===== config.mk =====
export PLATFORM = sky130hd
export DESIGN_NAME = hp_slot_ctrl
export DESIGN_NICKNAME = d
export VERILOG_FILES = /design/src/rtl/hp_pkg.sv /design/src/rtl/hp_prio_enc.sv /design/src/rtl/hp_read_mux.sv /design/src/rtl/hp_seq_fsm.sv /design/src/rtl/hp_slot_ctrl.sv
export SDC_FILE = /design/constraint.sdc
export NUM_CORES = 1
export LEC_CHECK = 0
export ABC_AREA = 1
export CELL_PAD_IN_SITES_DETAIL_PLACEMENT = 0
export CELL_PAD_IN_SITES_GLOBAL_PLACEMENT = 1
export CORE_ASPECT_RATIO = 0.9
export CORE_MARGIN = 4
export CORE_UTILIZATION = 40
export CTS_BUF_LIST = sky130_fd_sc_hd__clkbuf_8 sky130_fd_sc_hd__clkbuf_16
export DETAILED_ROUTE_END_ITERATION = 10
export DONT_BUFFER_PORTS = 1
export GPL_ROUTABILITY_DRIVEN = 0
export PLACE_DENSITY_LB_ADDON = 0.1
export SLEW_MARGIN = 20
export SYNTH_ARGS = -nofsm -noshare
export SYNTH_HDL_FRONTEND = slang
export SYNTH_SLANG_ARGS = --single-unit

===== constraint.sdc =====
create_clock -name clk -period 3.55 [get_ports clk]
set_clock_uncertainty 0.15 [all_clocks]
set_input_delay 0.355 -clock clk [delete_from_list [all_inputs] [get_ports clk]]
set_output_delay 0.355 -clock clk [all_outputs]
set_load 0.01 [all_outputs]

===== src/rtl/hp_pkg.sv =====
package hp_pkg;
  typedef enum logic [1:0] {
    ST_IDLE  = 2'd0,
    ST_WAIT  = 2'd1,
    ST_DRAIN = 2'd2
  } hp_state_e;

  localparam logic [3:0] OFS_UP  = 4'h0;
  localparam logic [3:0] OFS_DN  = 4'h4;
  localparam logic [3:0] OFS_EJ  = 4'h8;
  localparam logic [3:0] OFS_RMV = 4'hC;
endpackage


===== src/rtl/hp_prio_enc.sv =====
module hp_prio_enc #(
  parameter int W = 32,
  localparam int IW = $clog2(W)
) (
  input  logic [W-1:0]  vec,
  output logic [IW-1:0] idx,
  output logic          any
);
  always_comb begin
    idx = '0;
    any = 1'b0;
    for (int i = W - 1; i >= 0; i--) begin
      if (vec[i]) begin
        idx = IW'(i);
        any = 1'b1;
      end
    end
  end
endmodule


===== src/rtl/hp_read_mux.sv =====
module hp_read_mux
  import hp_pkg::*;
#(
  parameter int W = 32
) (
  input  logic         rd_en,
  input  logic [3:0]   addr,
  input  logic [W-1:0] present,
  input  logic [W-1:0] hp_en,
  input  logic [W-1:0] pend,
  output logic [W-1:0] rdata
);
  always_comb begin
    rdata = '0;
    if (rd_en) begin
      case (addr)
        OFS_UP:  rdata = present & hp_en;
        OFS_DN:  rdata = pend;
        OFS_RMV: rdata = hp_en;
        default: rdata = '0;
      endcase
    end
  end
endmodule


===== src/rtl/hp_seq_fsm.sv =====
module hp_seq_fsm
  import hp_pkg::*;
#(
  parameter int W = 32,
  localparam int IW = $clog2(W)
) (
  input  logic          clk,
  input  logic          rst_n,
  input  logic          sys_reset,
  input  logic          eject_go,
  input  logic [IW-1:0] eject_idx,
  input  logic          pend_any,
  input  logic [IW-1:0] pend_idx,
  input  logic          agent_ack,
  input  logic          agent_free,
  output logic          busy,
  output logic          agent_req,
  output logic [IW-1:0] slot_q,
  output logic          clr_pend,
  output logic          clr_present,
  output logic          rebuild
);
  hp_state_e     state_q, state_n;
  logic          drain_q, drain_n;
  logic [IW-1:0] slot_n;

  always_comb begin
    state_n     = state_q;
    drain_n     = drain_q;
    slot_n      = slot_q;
    clr_pend    = 1'b0;
    clr_present = 1'b0;
    rebuild     = 1'b0;
    case (state_q)
      ST_IDLE: begin
        if (sys_reset) begin
          state_n = ST_DRAIN;
        end else if (eject_go) begin
          state_n  = ST_WAIT;
          slot_n   = eject_idx;
          clr_pend = 1'b1;
          drain_n  = 1'b0;
        end
      end
      ST_WAIT: begin
        if (agent_ack) begin
          clr_present = agent_free;
          state_n     = drain_q ? ST_DRAIN : ST_IDLE;
        end
      end
      ST_DRAIN: begin
        if (pend_any) begin
          state_n  = ST_WAIT;
          slot_n   = pend_idx;
          clr_pend = 1'b1;
          drain_n  = 1'b1;
        end else begin
          rebuild = 1'b1;
          drain_n = 1'b0;
          state_n = ST_IDLE;
        end
      end
      default: state_n = ST_IDLE;
    endcase
  end

  always_ff @(posedge clk or negedge rst_n) begin
    if (!rst_n) begin
      state_q <= ST_DRAIN;
      drain_q <= 1'b0;
      slot_q  <= '0;
    end else begin
      state_q <= state_n;
      drain_q <= drain_n;
      slot_q  <= slot_n;
    end
  end

  assign busy      = (state_q != ST_IDLE);
  assign agent_req = (state_q == ST_WAIT);
endmodule


===== src/rtl/hp_slot_ctrl.sv =====
module hp_slot_ctrl
  import hp_pkg::*;
#(
  parameter int NUM_SLOTS = 32,
  localparam int SW = $clog2(NUM_SLOTS)
) (
  input  logic                 clk,
  input  logic                 rst_n,
  input  logic                 reg_req,
  input  logic                 reg_we,
  input  logic                 reg_size32,
  input  logic [3:0]           reg_addr,
  input  logic [NUM_SLOTS-1:0] reg_wdata,
  output logic [NUM_SLOTS-1:0] reg_rdata,
  input  logic                 evt_valid,
  input  logic [SW-1:0]        evt_slot,
  input  logic                 evt_insert,
  input  logic                 evt_cold,
  output logic                 gpe_hp,
  output logic                 agent_req,
  output logic [SW-1:0]        agent_slot,
  input  logic                 agent_ack,
  input  logic                 agent_free,
  input  logic [NUM_SLOTS-1:0] occupied,
  input  logic [NUM_SLOTS-1:0] fixed_mask,
  input  logic                 sys_reset,
  output logic                 busy
);
  logic [NUM_SLOTS-1:0] present_q, present_n;
  logic [NUM_SLOTS-1:0] hp_en_q, hp_en_n;
  logic [NUM_SLOTS-1:0] down_q, down_n;
  logic                 gpe_n;

  logic [SW-1:0] ej_idx, pd_idx, clr_idx;
  logic          ej_any, pd_any;
  logic          clr_pend, clr_present, rebuild;
  logic          eject_wr, rd_en;

  assign eject_wr = reg_req & reg_we & reg_size32 & (reg_addr == OFS_EJ) & ej_any;
  assign rd_en    = reg_req & ~reg_we & reg_size32;

  hp_prio_enc #(.W(NUM_SLOTS)) ej_enc_i (.vec(reg_wdata), .idx(ej_idx), .any(ej_any));
  hp_prio_enc #(.W(NUM_SLOTS)) pd_enc_i (.vec(down_q),    .idx(pd_idx), .any(pd_any));

  hp_seq_fsm #(.W(NUM_SLOTS)) fsm_i (
    .clk         (clk),
    .rst_n       (rst_n),
    .sys_reset   (sys_reset),
    .eject_go    (eject_wr),
    .eject_idx   (ej_idx),
    .pend_any    (pd_any),
    .pend_idx    (pd_idx),
    .agent_ack   (agent_ack),
    .agent_free  (agent_free),
    .busy        (busy),
    .agent_req   (agent_req),
    .slot_q      (agent_slot),
    .clr_pend    (clr_pend),
    .clr_present (clr_present),
    .rebuild     (rebuild)
  );

  // pending bit cleared by either the eject write or the drain step
  assign clr_idx = busy ? pd_idx : ej_idx;

  hp_read_mux #(.W(NUM_SLOTS)) rd_i (
    .rd_en   (rd_en),
    .addr    (reg_addr),
    .present (present_q),
    .hp_en   (hp_en_q),
    .pend    (down_q),
    .rdata   (reg_rdata)
  );

  always_comb begin
    present_n = rebuild ? occupied : present_q;
    hp_en_n   = rebuild ? ~fixed_mask : hp_en_q;
    down_n    = down_q;
    gpe_n     = 1'b0;
    if (clr_present) present_n[agent_slot] = 1'b0;
    if (clr_pend)    down_n[clr_idx] = 1'b0;
    if (evt_valid) begin
      if (evt_insert) begin
        present_n[evt_slot] = 1'b1;
        gpe_n = ~evt_cold;
      end else begin
        down_n[evt_slot] = 1'b1;
        gpe_n = 1'b1;
      end
    end
  end

  always_ff @(posedge clk or negedge rst_n) begin
    if (!rst_n) begin
      present_q <= '0;
      hp_en_q   <= '0;
      down_q    <= '0;
      gpe_hp    <= 1'b0;
    end else begin
      present_q <= present_n;
      hp_en_q   <= hp_en_n;
      down_q    <= down_n;
      gpe_hp    <= gpe_n;
    end
  end
endmodule


Word-level counts from Yosys, hierarchy flattened
Index checks and enable logic that the tools add are counted.

Muxes and demuxes: 167. Bitwise gates (word level): 16. Equal/unequal tests: 10. $lt $le $gt $ge: 6. Reductions and logical operators: 10.

Operators by type and width (number): 5-bit 2-to-1 mux (68); 32-bit 2-to-1 mux (8); 32-bit AND (3); 32-bit inverter (3); 32-bit one-hot mux with 3 select lines (1); 1-bit 2-to-1 mux (79); 32-bit OR (2); 5-bit by 6-bit less-than comparator with 1-bit output, second input constant (3); 1-bit demux with 5-bit select (3); 5-bit by 1-bit greater-or-equal comparator with 1-bit output, second input constant (3); 5-bit one-hot mux with 2 select lines (1); 4-bit == test, second input constant (2); 2-bit 2-to-1 mux (4); 1-bit AND (6); 2-bit one-hot mux with 3 select lines (1); 4-bit by 3-bit == test with 1-bit output, second input constant (1); 4-bit zero test (1); 2-bit by 1-bit inequality test with 1-bit output, second input constant (2); 2-bit inequality test, second input constant (2); 1-bit one-hot mux with 2 select lines (2); 4-bit AND reduction (1); 2-bit nonzero test (2); 1-bit logical AND (3); 3-bit inequality test, second input constant (1); other kinds (6) (7).

Word-level logic and storage cells: 216. Register bits after elaboration: 105. Output and inout bits: 40. Bits of input ports: 116.

Depth between registers and ports, before layout
Gate-level depths: netlist (run 1).

Depth in word-level cells: 43. Depth in mapped cells: 37.

Hierarchy
Synthesis (run 1) repeated with hierarchy kept, for this count alone.

Cells, all modules: 1162. Area total of the unflattened synthesis: 7274.5 µm².

Modules (own cells, without submodules): hp_slot_ctrl (area each 4601.9 µm², cells an instance 597, times used 1); hp_read_mux (area each 1275.0 µm², cells an instance 284, times used 1); hp_prio_enc (area each 442.9 µm², cells an instance 107, times used 2); hp_seq_fsm (area each 511.7 µm², cells an instance 67, times used 1).

Least setup slack after synthesis (run 1)
Ideal clock, no wire load.

Kind: register -> register. Start: register down_q[30]. End: register down_q[13]. Stages on the path, launching flop included: 38. Period minus slack after synthesis: 2.483 ns. Buffers on the path: 1. Data arrival time: 2.216 ns. Slack: 1.067 ns. Cells stage by stage: dfrtp_1 inv_1 nand2_1 nand2_1 nand2_1 nand2_1 nand2_1 nand2_1 nand2_1 nand2_1 nand2_1 nand2_1 nand2_1 nand2_1 nand2_1 nand2_1 nand2_1 nand2_1 [2 not listed] nand2_1 nand2_1 nand2_1 nand2_1 nand2_1 nand2_1 nand2_1 nand2_1 nand2_1 nand2_1 nand2_1 nand2_2 nand3_2 nand2_4 buf_8 nand4_1 nand2_1 nand2_1.

Word-level cells in the longest chain between the ends: 42. Elaborated cells between the ends (all ways): 76. Classes of those cells: 2 x order compare; 70 x mux; 3 x bitwise; 1 x reduce/logical.

Ends and longest elaborated chain: start, declared (line hp_slot_ctrl.sv:31) `logic [NUM_SLOTS-1:0] down_q, down_n;`; start signal, assigned (line hp_slot_ctrl.sv:102) `down_q <= down_n;`; 5-bit 2-to-1 mux (31 in series) (line hp_prio_enc.sv:13) `if (vec[i]) begin`; 5-bit 2-to-1 mux (line hp_slot_ctrl.sv:64) `assign clr_idx = busy ? pd_idx : ej_idx;`; 5-bit by 6-bit less-than comparator with 1-bit output (not written as such) or 5-bit by 1-bit greater-or-equal comparator with 1-bit output (tied branches) (line hp_slot_ctrl.sv:81) `if (clr_pend) down_n[clr_idx] = 1'b0;`; 1-bit logical AND (not written as such) (line hp_slot_ctrl.sv:81); 1-bit 2-to-1 mux (not written as such) (line hp_slot_ctrl.sv:81); 1-bit demux with 5-bit select (line hp_slot_ctrl.sv:81); 32-bit inverter (no line); 32-bit AND (no line); 32-bit 2-to-1 mux * (line hp_slot_ctrl.sv:81); 32-bit OR (no line); 32-bit 2-to-1 mux (line hp_slot_ctrl.sv:83) `if (evt_insert) begin`; 32-bit 2-to-1 mux * (line hp_slot_ctrl.sv:82) `if (evt_valid) begin`; via down_n[13] (line hp_slot_ctrl.sv:31).

Mark *: on every way through the listed nets, which the timed path passes. The rest lies on a longest branch. A chain may end at the register's enable or synchronous reset.

Worst setup path after layout (run 1)
Start: register down_q[15]. End: register present_q[3].

Word-level cells in the longest chain between the ends: 24.

Ends and longest elaborated chain: 1-bit 2-to-1 mux * (16 in series) (line hp_prio_enc.sv:13); 1-bit 2-to-1 mux * (line hp_seq_fsm.sv:52) `if (pend_any) begin`; 1-bit 2-to-1 mux * (line hp_seq_fsm.sv:34) `case (state_q)`; 32-bit 2-to-1 mux * (line hp_slot_ctrl.sv:76) `present_n = rebuild ? occupied : present_q;`; 32-bit AND (no line); 32-bit 2-to-1 mux * (line hp_slot_ctrl.sv:80) `if (clr_present) present_n[agent_slot] = 1'b0;`; 32-bit OR (no line); 32-bit 2-to-1 mux (line hp_slot_ctrl.sv:83); 32-bit 2-to-1 mux * (line hp_slot_ctrl.sv:82); via present_n[3] (line hp_slot_ctrl.sv:29) `logic [NUM_SLOTS-1:0] present_q, present_n;`; end signal, assigned (line hp_slot_ctrl.sv:100) `present_q <= present_n;`; end, declared (line hp_slot_ctrl.sv:29).

Marks and branches as above.

==> impl_summary.log, run 1 <==
[metrics] run status: complete, no violations
[metrics] setup repair after global routing missed its margin: false
[metrics] register-to-register setup slack: 210 ps
[metrics] area growth from synthesis to layout: 15.4%
[metrics] Total Routing Usage GR: 25.1%
[metrics] clock transition at the registers of the reported paths: 80 ps
[metrics] Setup Crit Path Kind: reg -> reg
[metrics] arrival time reported for the critical path endpoint: 3500 ps
[metrics] power per cell area: 683 nW/um^2
[metrics] relative contribution of the clock network to total power: 19.4%
[metrics] global routing met2 resource utilization: slightly below 40%
[metrics] routing usage on met1: a little over a third
[metrics] buffer cell driving the clock tree root: sky130_fd_sc_hd__clkbuf_16
[metrics] insertion delay of the later-clocked pin in the worst-skew pair: 360 ps
[metrics] Sw Share: 44.2%
[metrics] share of flip-flops with an asynchronous set or reset: 100%
[metrics] net switching component of the power: roughly 2.3 mW
[metrics] setup violation total in the final timing report: 0
[metrics] headroom to the max-slew limit: between 20 and 25%
[metrics] CP max stage cell: sky130_fd_sc_hd__nor4_1
[metrics] routed via count: 6660
[metrics] top cell family by delay on the critical path: simple AND/OR/NAND/NOR gates
[metrics] Logic pwr share: 40.6%
[metrics] Syn Std Cell Area: ~6700 um^2
[metrics] maximum number of pins on one net before global-route repair: about 120
[metrics] Die ar.: 18800 um^2
[metrics] number of buffers added by the clock tree synthesis step: 9
[metrics] number of max-capacitance violations reported: 0
[metrics] fraction of the yosys area taken by sequential cells: roughly 40%
[metrics] internal cell power: 2.92 mW
[metrics] M3 GR Usage: 5.31%
[metrics] delay of the slowest cell on the worst path: just under 600 ps
[metrics] Setup Fix Bufs, Post-CTS: 0
[metrics] timing-limited maximum frequency: 299 MHz
[metrics] starting utilization of the core area: 40.9%
[metrics] first-pass GRT wire length: 36.3 mm
[metrics] critical path buffer and inverter count: 3
[metrics] violation count after the first detailed-routing iteration: 510
[metrics] average detailed-routed wire length per instance: approximately 19 um
[metrics] class of the tightest hold or removal check: in -> reg
[metrics] HPWL after detailed placement: 16.7 mm
[metrics] number of failing hold endpoints at the final stage: 0
[metrics] prevailing post-synth register cell: sky130_fd_sc_hd__dfrtp_1
[metrics] Max rail drop VDD: 309 uV
[metrics] Leak: 3.95 nW
[metrics] via count normalized by instance count: 5.31
[metrics] global route overflow: 0
[metrics] number of max-slew violations in the final report: 0
[metrics] Syn Nets: 1129
[metrics] chip height: between 100 and 150 um
[metrics] number of distinct standard cells referenced by the synthesized netlist: 29
[metrics] Std-Cell Core Area: 16200 um^2
[metrics] kind of launch point of the worst setup path: register
[metrics] chain of cells forming the critical path: nor4_1 -> nand3_1 -> nor4_4 -> nand2_4 -> buf_4 -> buf_16 -> a22oi_1 -> o21ai_0 -> nand2_1 -> dlygate4sd3_1
[metrics] Antenna Diode Count: 0
[metrics] number of global-route vias before repair: 6338
[metrics] die width: 144 um
[metrics] final core utilization: 47.2%
[metrics] antenna-violating nets left: 0
[metrics] pin slew with the least headroom to its limit: 1160 ps
[metrics] Pre-Repair DR Iteration Count: 5
[metrics] final-stage net count: 1158
[metrics] portion of the clock cycle consumed by the worst path in the final layout: 94.2%
[metrics] CTS sink cnt: 105
[metrics] count of standard-cell rows: 44
[metrics] top fanout value on the critical path: 90
[metrics] synthesized instance count: slightly above 1000
[metrics] CP endpoint kind: register
[metrics] clock period minus worst slack: 3340 ps
[metrics] clock tree from TritonCTS: yes
[metrics] number of buffer cells added on primary ports: 0
[metrics] synthesis warning total: 0
[metrics] total negative slack for setup checks: 0 ps
[metrics] register share of total power: about 40%
[metrics] H-tree depth: 3
[metrics] # DRC: 0
[metrics] mean area per synthesized cell: approximately 6.6 um^2
[metrics] I/O pin count: 156
[metrics] initial antenna violation count: 0
[metrics] maximum clock path buffer count: 2
[metrics] total length of routed wires: 23.6 mm
[metrics] data required time at the worst endpoint: 3700 ps
[metrics] number of flops mapped to enable cells by yosys: 0
[metrics] #FFs+latches synth: 105
[metrics] global-route layer with the greatest usage: met2
[metrics] share of post-route cells with drive strength above 1: about 4.2%
## cell usage after synthesis (4+ instances only)
master	n	area, um^2
sky130_fd_sc_hd__dfrtp_1	104	2600
sky130_fd_sc_hd__a311oi_1	4	35.0
sky130_fd_sc_hd__nand3_1	92	460
sky130_fd_sc_hd__nand4_1	12	75.1
sky130_fd_sc_hd__inv_1	169	634
sky130_fd_sc_hd__nor4_1	9	56.3
sky130_fd_sc_hd__clkbuf_1	39	146
sky130_fd_sc_hd__o21ai_0	132	661
sky130_fd_sc_hd__nor2_1	44	165
sky130_fd_sc_hd__nor3_1	29	145
sky130_fd_sc_hd__a22oi_1	11	82.6
sky130_fd_sc_hd__nand2_1	310	1160
sky130_fd_sc_hd__o221ai_1	10	87.6
sky130_fd_sc_hd__o22ai_1	10	62.6
sky130_fd_sc_hd__o211ai_1	4	30.0
sky130_fd_sc_hd__a21oi_1	17	85.1
## per-layer routing
metal | wire length (um) | vias up | part of all wire [%]
met5 | 0 | - | 0
met1 | 11000 | 3083 | 47
li1 | - | 3327 | -
met3 | 1570 | 24 | 6.6
met4 | 462 | 0 | 2.0
met2 | 10600 | 226 | 45
## sequential cells by signal (all words and copies together) (netlist names)
| register | cells |
|---|---|
| down_q | 32 |
| hp_en_q | 32 |
| present_q | 32 |
| fsm_i.slot_q | 5 |
| fsm_i.state_q | 2 |
| fsm_i.drain_q | 1 |
| gpe_hp | 1 |
## per-stage QoR
stage | hold WS, ps | cell area [um^2] | power (mW) | setup WS [ps] | cells
after CTS | 0.174 | 7620 | 5.22 | 97.1 | 1253
after detailed placement | -84.2 | 6850 | 4.11 | 582 | 1190
after floorplan | -90.6 | 6650 | 3.54 | 1070 | 1013
after global routing | 3.08 | 7670 | 5.66 | 6.90 | 1254
after global placement | -84.1 | 6850 | 4.11 | 567 | 1190
final | 6.23 | 7670 | 5.24 | 208 | 1254
## area by class of cell
class                      instances  area, um^2
fill                            1740        8570
multi-input combinational        695        3250
sequential                       105        2630
inverter                         172         646
timing repair buffer              59         598
tap                              207         259
clock buffer                      10         239
clock inverter                     6        50.0
## power groups by stage
stage	combinational [mW]	clock, mW	sequential [mW]
final	2.12	1.01	2.10
after global routing	2.42	1.07	2.17
after CTS	2.09	1.03	2.10
after detailed placement	1.99	0	2.12
after floorplan	1.54	0	2.00
after global placement	1.99	0	2.12
## cells in the final DEF (no fill, tap or decap), types with 11 or more instances in the layout
cell / count
sky130_fd_sc_hd__dfrtp_1: 104
sky130_fd_sc_hd__a21oi_1: 17
sky130_fd_sc_hd__nor2_1: 41
sky130_fd_sc_hd__o21ai_0: 132
sky130_fd_sc_hd__nand3_1: 92
sky130_fd_sc_hd__a22oi_1: 11
sky130_fd_sc_hd__inv_1: 170
sky130_fd_sc_hd__nand2_1: 309
sky130_fd_sc_hd__nand4_1: 12
sky130_fd_sc_hd__nor3_1: 27
sky130_fd_sc_hd__dlygate4sd3_1: 46
sky130_fd_sc_hd__buf_4: 11
## final timing paths
path | start | endpoint | cells after the start
min reg2reg | down_q[1]$_DFF_PN0_ | down_q[1]$_DFF_PN0_ | 2
min | evt_insert | present_q[30]$_DFF_PN0_ | 2
min in group asynchronous | rst_n | fsm_i.state_q[0]$_DFFE_PN0P_ | 2
max reg2reg | down_q[15]$_DFF_PN0_ | present_q[3]$_DFF_PN0_ | 10
max | down_q[15]$_DFF_PN0_ | present_q[3]$_DFF_PN0_ | 10
max in group asynchronous | rst_n | hp_en_q[13]$_DFFE_PN0N_ | 2
## logic make-up (layout without fill, tap and decap cells)
logic type,after synthesis,after routing,share of synthesized area (%)
and+or+nand+nor,502,502,31.9
buffers and inverters,213,247,12.2
AOI/OAI and AO/OA,193,193,16.3
DFF,105,105,39.5
## timing repair
| action | in CTS | in global routing |
|---|---|---|
| hold buffers | 47 | 0 |
| resized for setup | 0 | 1 |
| endpoints found under the hold margin | 157 | 0 |
| setup endpoints to repair | 0 | 2 |
Note: power is estimated with default switching activity, not from simulation.
==> inputs of run 2 (changes only) <==
--- a/config.mk
+++ b/config.mk
@@ -6,8 +6,6 @@
 export NUM_CORES = 1
 export LEC_CHECK = 0
 export ABC_AREA = 1
-export CELL_PAD_IN_SITES_DETAIL_PLACEMENT = 0
-export CELL_PAD_IN_SITES_GLOBAL_PLACEMENT = 1
 export CORE_ASPECT_RATIO = 0.9
 export CORE_MARGIN = 4
 export CORE_UTILIZATION = 40
@@ -15,7 +13,6 @@
 export DETAILED_ROUTE_END_ITERATION = 10
 export DONT_BUFFER_PORTS = 1
 export GPL_ROUTABILITY_DRIVEN = 0
-export PLACE_DENSITY_LB_ADDON = 0.1
 export SLEW_MARGIN = 20
 export SYNTH_ARGS = -nofsm -noshare
 export SYNTH_HDL_FRONTEND = slang
==> impl_summary.log, run 2 (synthesized netlist as in run 1, its figures left out) <==
[metrics] run status: complete, no violations
[metrics] Setup Crit Path Kind: reg -> reg
[metrics] PnR worst setup slack: 326 ps (+118 ps)
[metrics] via count normalized by instance count: 5.31 (about the same)
[metrics] number of failing hold endpoints at the final stage: 0 (unchanged)
[metrics] Hold Crit Depth: 2 (unchanged)
[metrics] number of max-slew violations in the final report: 0 (unchanged)
[metrics] register-to-register setup slack: 330 ps (+120 ps)
[metrics] violation count after the first detailed-routing iteration: 660 (+29%)
[metrics] Finished Cell Area: 7690 um^2 (+0.26%)
[metrics] H-tree depth: 3 (unchanged)
[metrics] Area after DPL: 6840 um^2 (-0.15%)
[metrics] maximum clock path buffer count: 2 (unchanged)
[metrics] starting utilization of the core area: 40.9% (unchanged)
[metrics] Worst Reg2Reg Path Length in Cells: 9 (-1)
[metrics] internal cell power: 3.04 mW (+3.9%)
[metrics] commonest cells after routing, fill and taps aside: 309 x sky130_fd_sc_hd__nand2_1, 169 x sky130_fd_sc_hd__inv_1, 132 x sky130_fd_sc_hd__o21ai_0
[metrics] placed instance count: 1189 (-0.084%)
[metrics] # DRC: 0 (unchanged)
[metrics] I/O pin count: 156 (unchanged)
[metrics] setup repair after global routing missed its margin: false
[metrics] number of buffers added by the clock tree synthesis step: 9 (unchanged)
[metrics] Std-Cell Core Area: 16200 um^2 (unchanged)
[metrics] top fanout value on the critical path: 118 (+31%)
[metrics] maximum number of pins on one net before global-route repair: 119 (unchanged)
[metrics] Leak: 3.95 nW (about the same)
[metrics] routed via count: 6669 (+0.14%)
[metrics] total negative slack for setup checks: 0 ps (unchanged)
[metrics] initial antenna violation count: 0 (unchanged)
[metrics] total length of routed wires: 22.8 mm (-3.6%)
[metrics] register share of total power: 39.4% (-0.6 points)
[metrics] headroom to the max-slew limit: 25.3% (+3.1 points)
[metrics] Critical Path Source: down_q[19]$_DFF_PN0_
[metrics] Setup Fix Bufs, Post-CTS: 0 (unchanged)
[metrics] Max rail drop VDD: 313 uV (+1.0%)
[metrics] clock period minus worst slack: 3220 ps (-118 ps)
[metrics] data required time at the worst endpoint: 3700 ps (about the same)
[metrics] pin slew with the least headroom to its limit: 1110 ps (-46.8 ps)
[metrics] first-pass GRT wire length: 35.1 mm (-3.0%)
[metrics] Pre-Repair DR Iteration Count: 5 (unchanged)
[metrics] Die ar.: 18800 um^2 (unchanged)
[metrics] final-stage net count: 1159 (+0.086%)
[metrics] die width: 144 um (unchanged)
[metrics] Logic pwr share: 39.7% (-0.9 points)
[metrics] number of global-route vias before repair: 6331 (-0.11%)
[metrics] number of max-capacitance violations reported: 0 (unchanged)
[metrics] setup violation total in the final timing report: 0 (unchanged)
[metrics] portion of the clock cycle consumed by the worst path in the final layout: 90.8% (-3.3 points)
[metrics] buffer cell driving the clock tree root: sky130_fd_sc_hd__clkbuf_16
[metrics] Antenna Diode Count: 0 (unchanged)
[metrics] area growth from synthesis to layout: 15.7%
[metrics] kind of launch point of the worst setup path: register
[metrics] relative contribution of the clock network to total power: 21.0% (+1.6 points)
[metrics] final worst hold slack: 6.80 ps (+0.571 ps)
[metrics] reg2reg start: down_q[19]$_DFF_PN0_
[metrics] clock tree from TritonCTS: yes
[metrics] number of buffer cells added on primary ports: 0 (unchanged)
[metrics] clock transition at the registers of the reported paths: 80 ps (about the same)
[metrics] Total Routing Usage GR: 24.2% (-0.89 points)
[metrics] Non-Filler Instances: 1255 (+0.080%)
[metrics] share of post-route cells with drive strength above 1: 4.01% (-0.19 points)
[metrics] insertion delay of the later-clocked pin in the worst-skew pair: 360 ps (about the same)
[metrics] net switching component of the power: 2.30 mW (-0.67%)
[metrics] CP endpoint kind: register
[metrics] HPWL after detailed placement: 16.1 mm (-3.5%)
[metrics] antenna-violating nets left: 0 (unchanged)
[metrics] average detailed-routed wire length per instance: 18.2 um (-3.7%)
[metrics] count of standard-cell rows: 44 (unchanged)
[metrics] chip height: 130 um (unchanged)
[metrics] largest registers: down_q x32, hp_en_q x32, present_q x32
[metrics] CTS sink cnt: 105 (unchanged)
[metrics] class of the tightest hold or removal check: in -> reg
[metrics] timing-limited maximum frequency: 310 MHz (+3.7%)
[metrics] most frequent standard cell in the layout excluding fill and tap cells: sky130_fd_sc_hd__nand2_1
[metrics] arrival time reported for the critical path endpoint: 3370 ps (-130 ps)
[metrics] power per cell area: 694 nW/um^2 (+1.6%)
[metrics] global route overflow: 0 (unchanged)
[metrics] setup slack at placement: 554 ps (-28.8 ps)
[metrics] beginning of the worst hold path: evt_insert
[metrics] Sw Share: 43.1% (-1.1 points)
-- run 2: worst paths after layout --
kind | end
setup / recovery | present_q[27]$_DFF_PN0_
min in group asynchronous | hp_en_q[29]$_DFFE_PN0N_
setup reg to reg | present_q[27]$_DFF_PN0_
max in group asynchronous | hp_en_q[13]$_DFFE_PN0N_
hold reg to reg | down_q[1]$_DFF_PN0_
hold / removal | present_q[1]$_DFF_PN0_
-- run 2: per-stage QoR --
step	power, mW	utilization (%)
4_1_cts	5.31	47.3
5_1_grt	5.77	47.4
3_5_place_dp	4.09	42.1
6_report	5.33	47.4
2_1_floorplan	3.54	-
3_3_place_gp	4.06	42.1
-- run 2: timing repair --
item / CTS / global route
hold endpoints to repair: 157 / 0
gates resized for setup: 0 / 0
hold buffers: 50 / 0
-- run 2: metal layers --
layer / up-vias / global-route usage, % / wire, um
li1: 3334 / - / -
met3: 33 / 5.72 / 1760
met5: - / 0 / 0
met4: 0 / 7.03 / 478
met2: 279 / 37.6 / 10300
met1: 3023 / 33.8 / 10300
-- run 2: power groups by stage --
| stage | clock [mW] | sequential, mW | combinational, mW |
|---|---|---|---|
| finish | 1.12 | 2.10 | 2.12 |
| global route | 1.19 | 2.16 | 2.41 |
| CTS | 1.13 | 2.09 | 2.08 |
| detailed placement | 0 | 2.11 | 1.97 |
| global placement | 0 | 2.11 | 1.95 |
| floorplan | 0 | 2.00 | 1.54 |
-- run 2: worst max-delay path, cell delays in order, from the launching register on --
cell and delay [ps]:
sky130_fd_sc_hd__dfrtp_1 400, sky130_fd_sc_hd__nor4_1 470, sky130_fd_sc_hd__inv_1 160, sky130_fd_sc_hd__nor4_2 450, sky130_fd_sc_hd__nand2_4 60, sky130_fd_sc_hd__buf_4 420
sky130_fd_sc_hd__a22oi_1 250, sky130_fd_sc_hd__o21ai_0 110, sky130_fd_sc_hd__nand2_1 100, sky130_fd_sc_hd__dlygate4sd3_1 550
-- run 2: area by class of cell --
cell class	instances	area, um^2
timing repair buffer	60	593
sequential	105	2630
clock inverter	7	100
fill	1690	8550
clock buffer	9	225
multi-input combinational	695	3240
inverter	172	646
tap	207	259
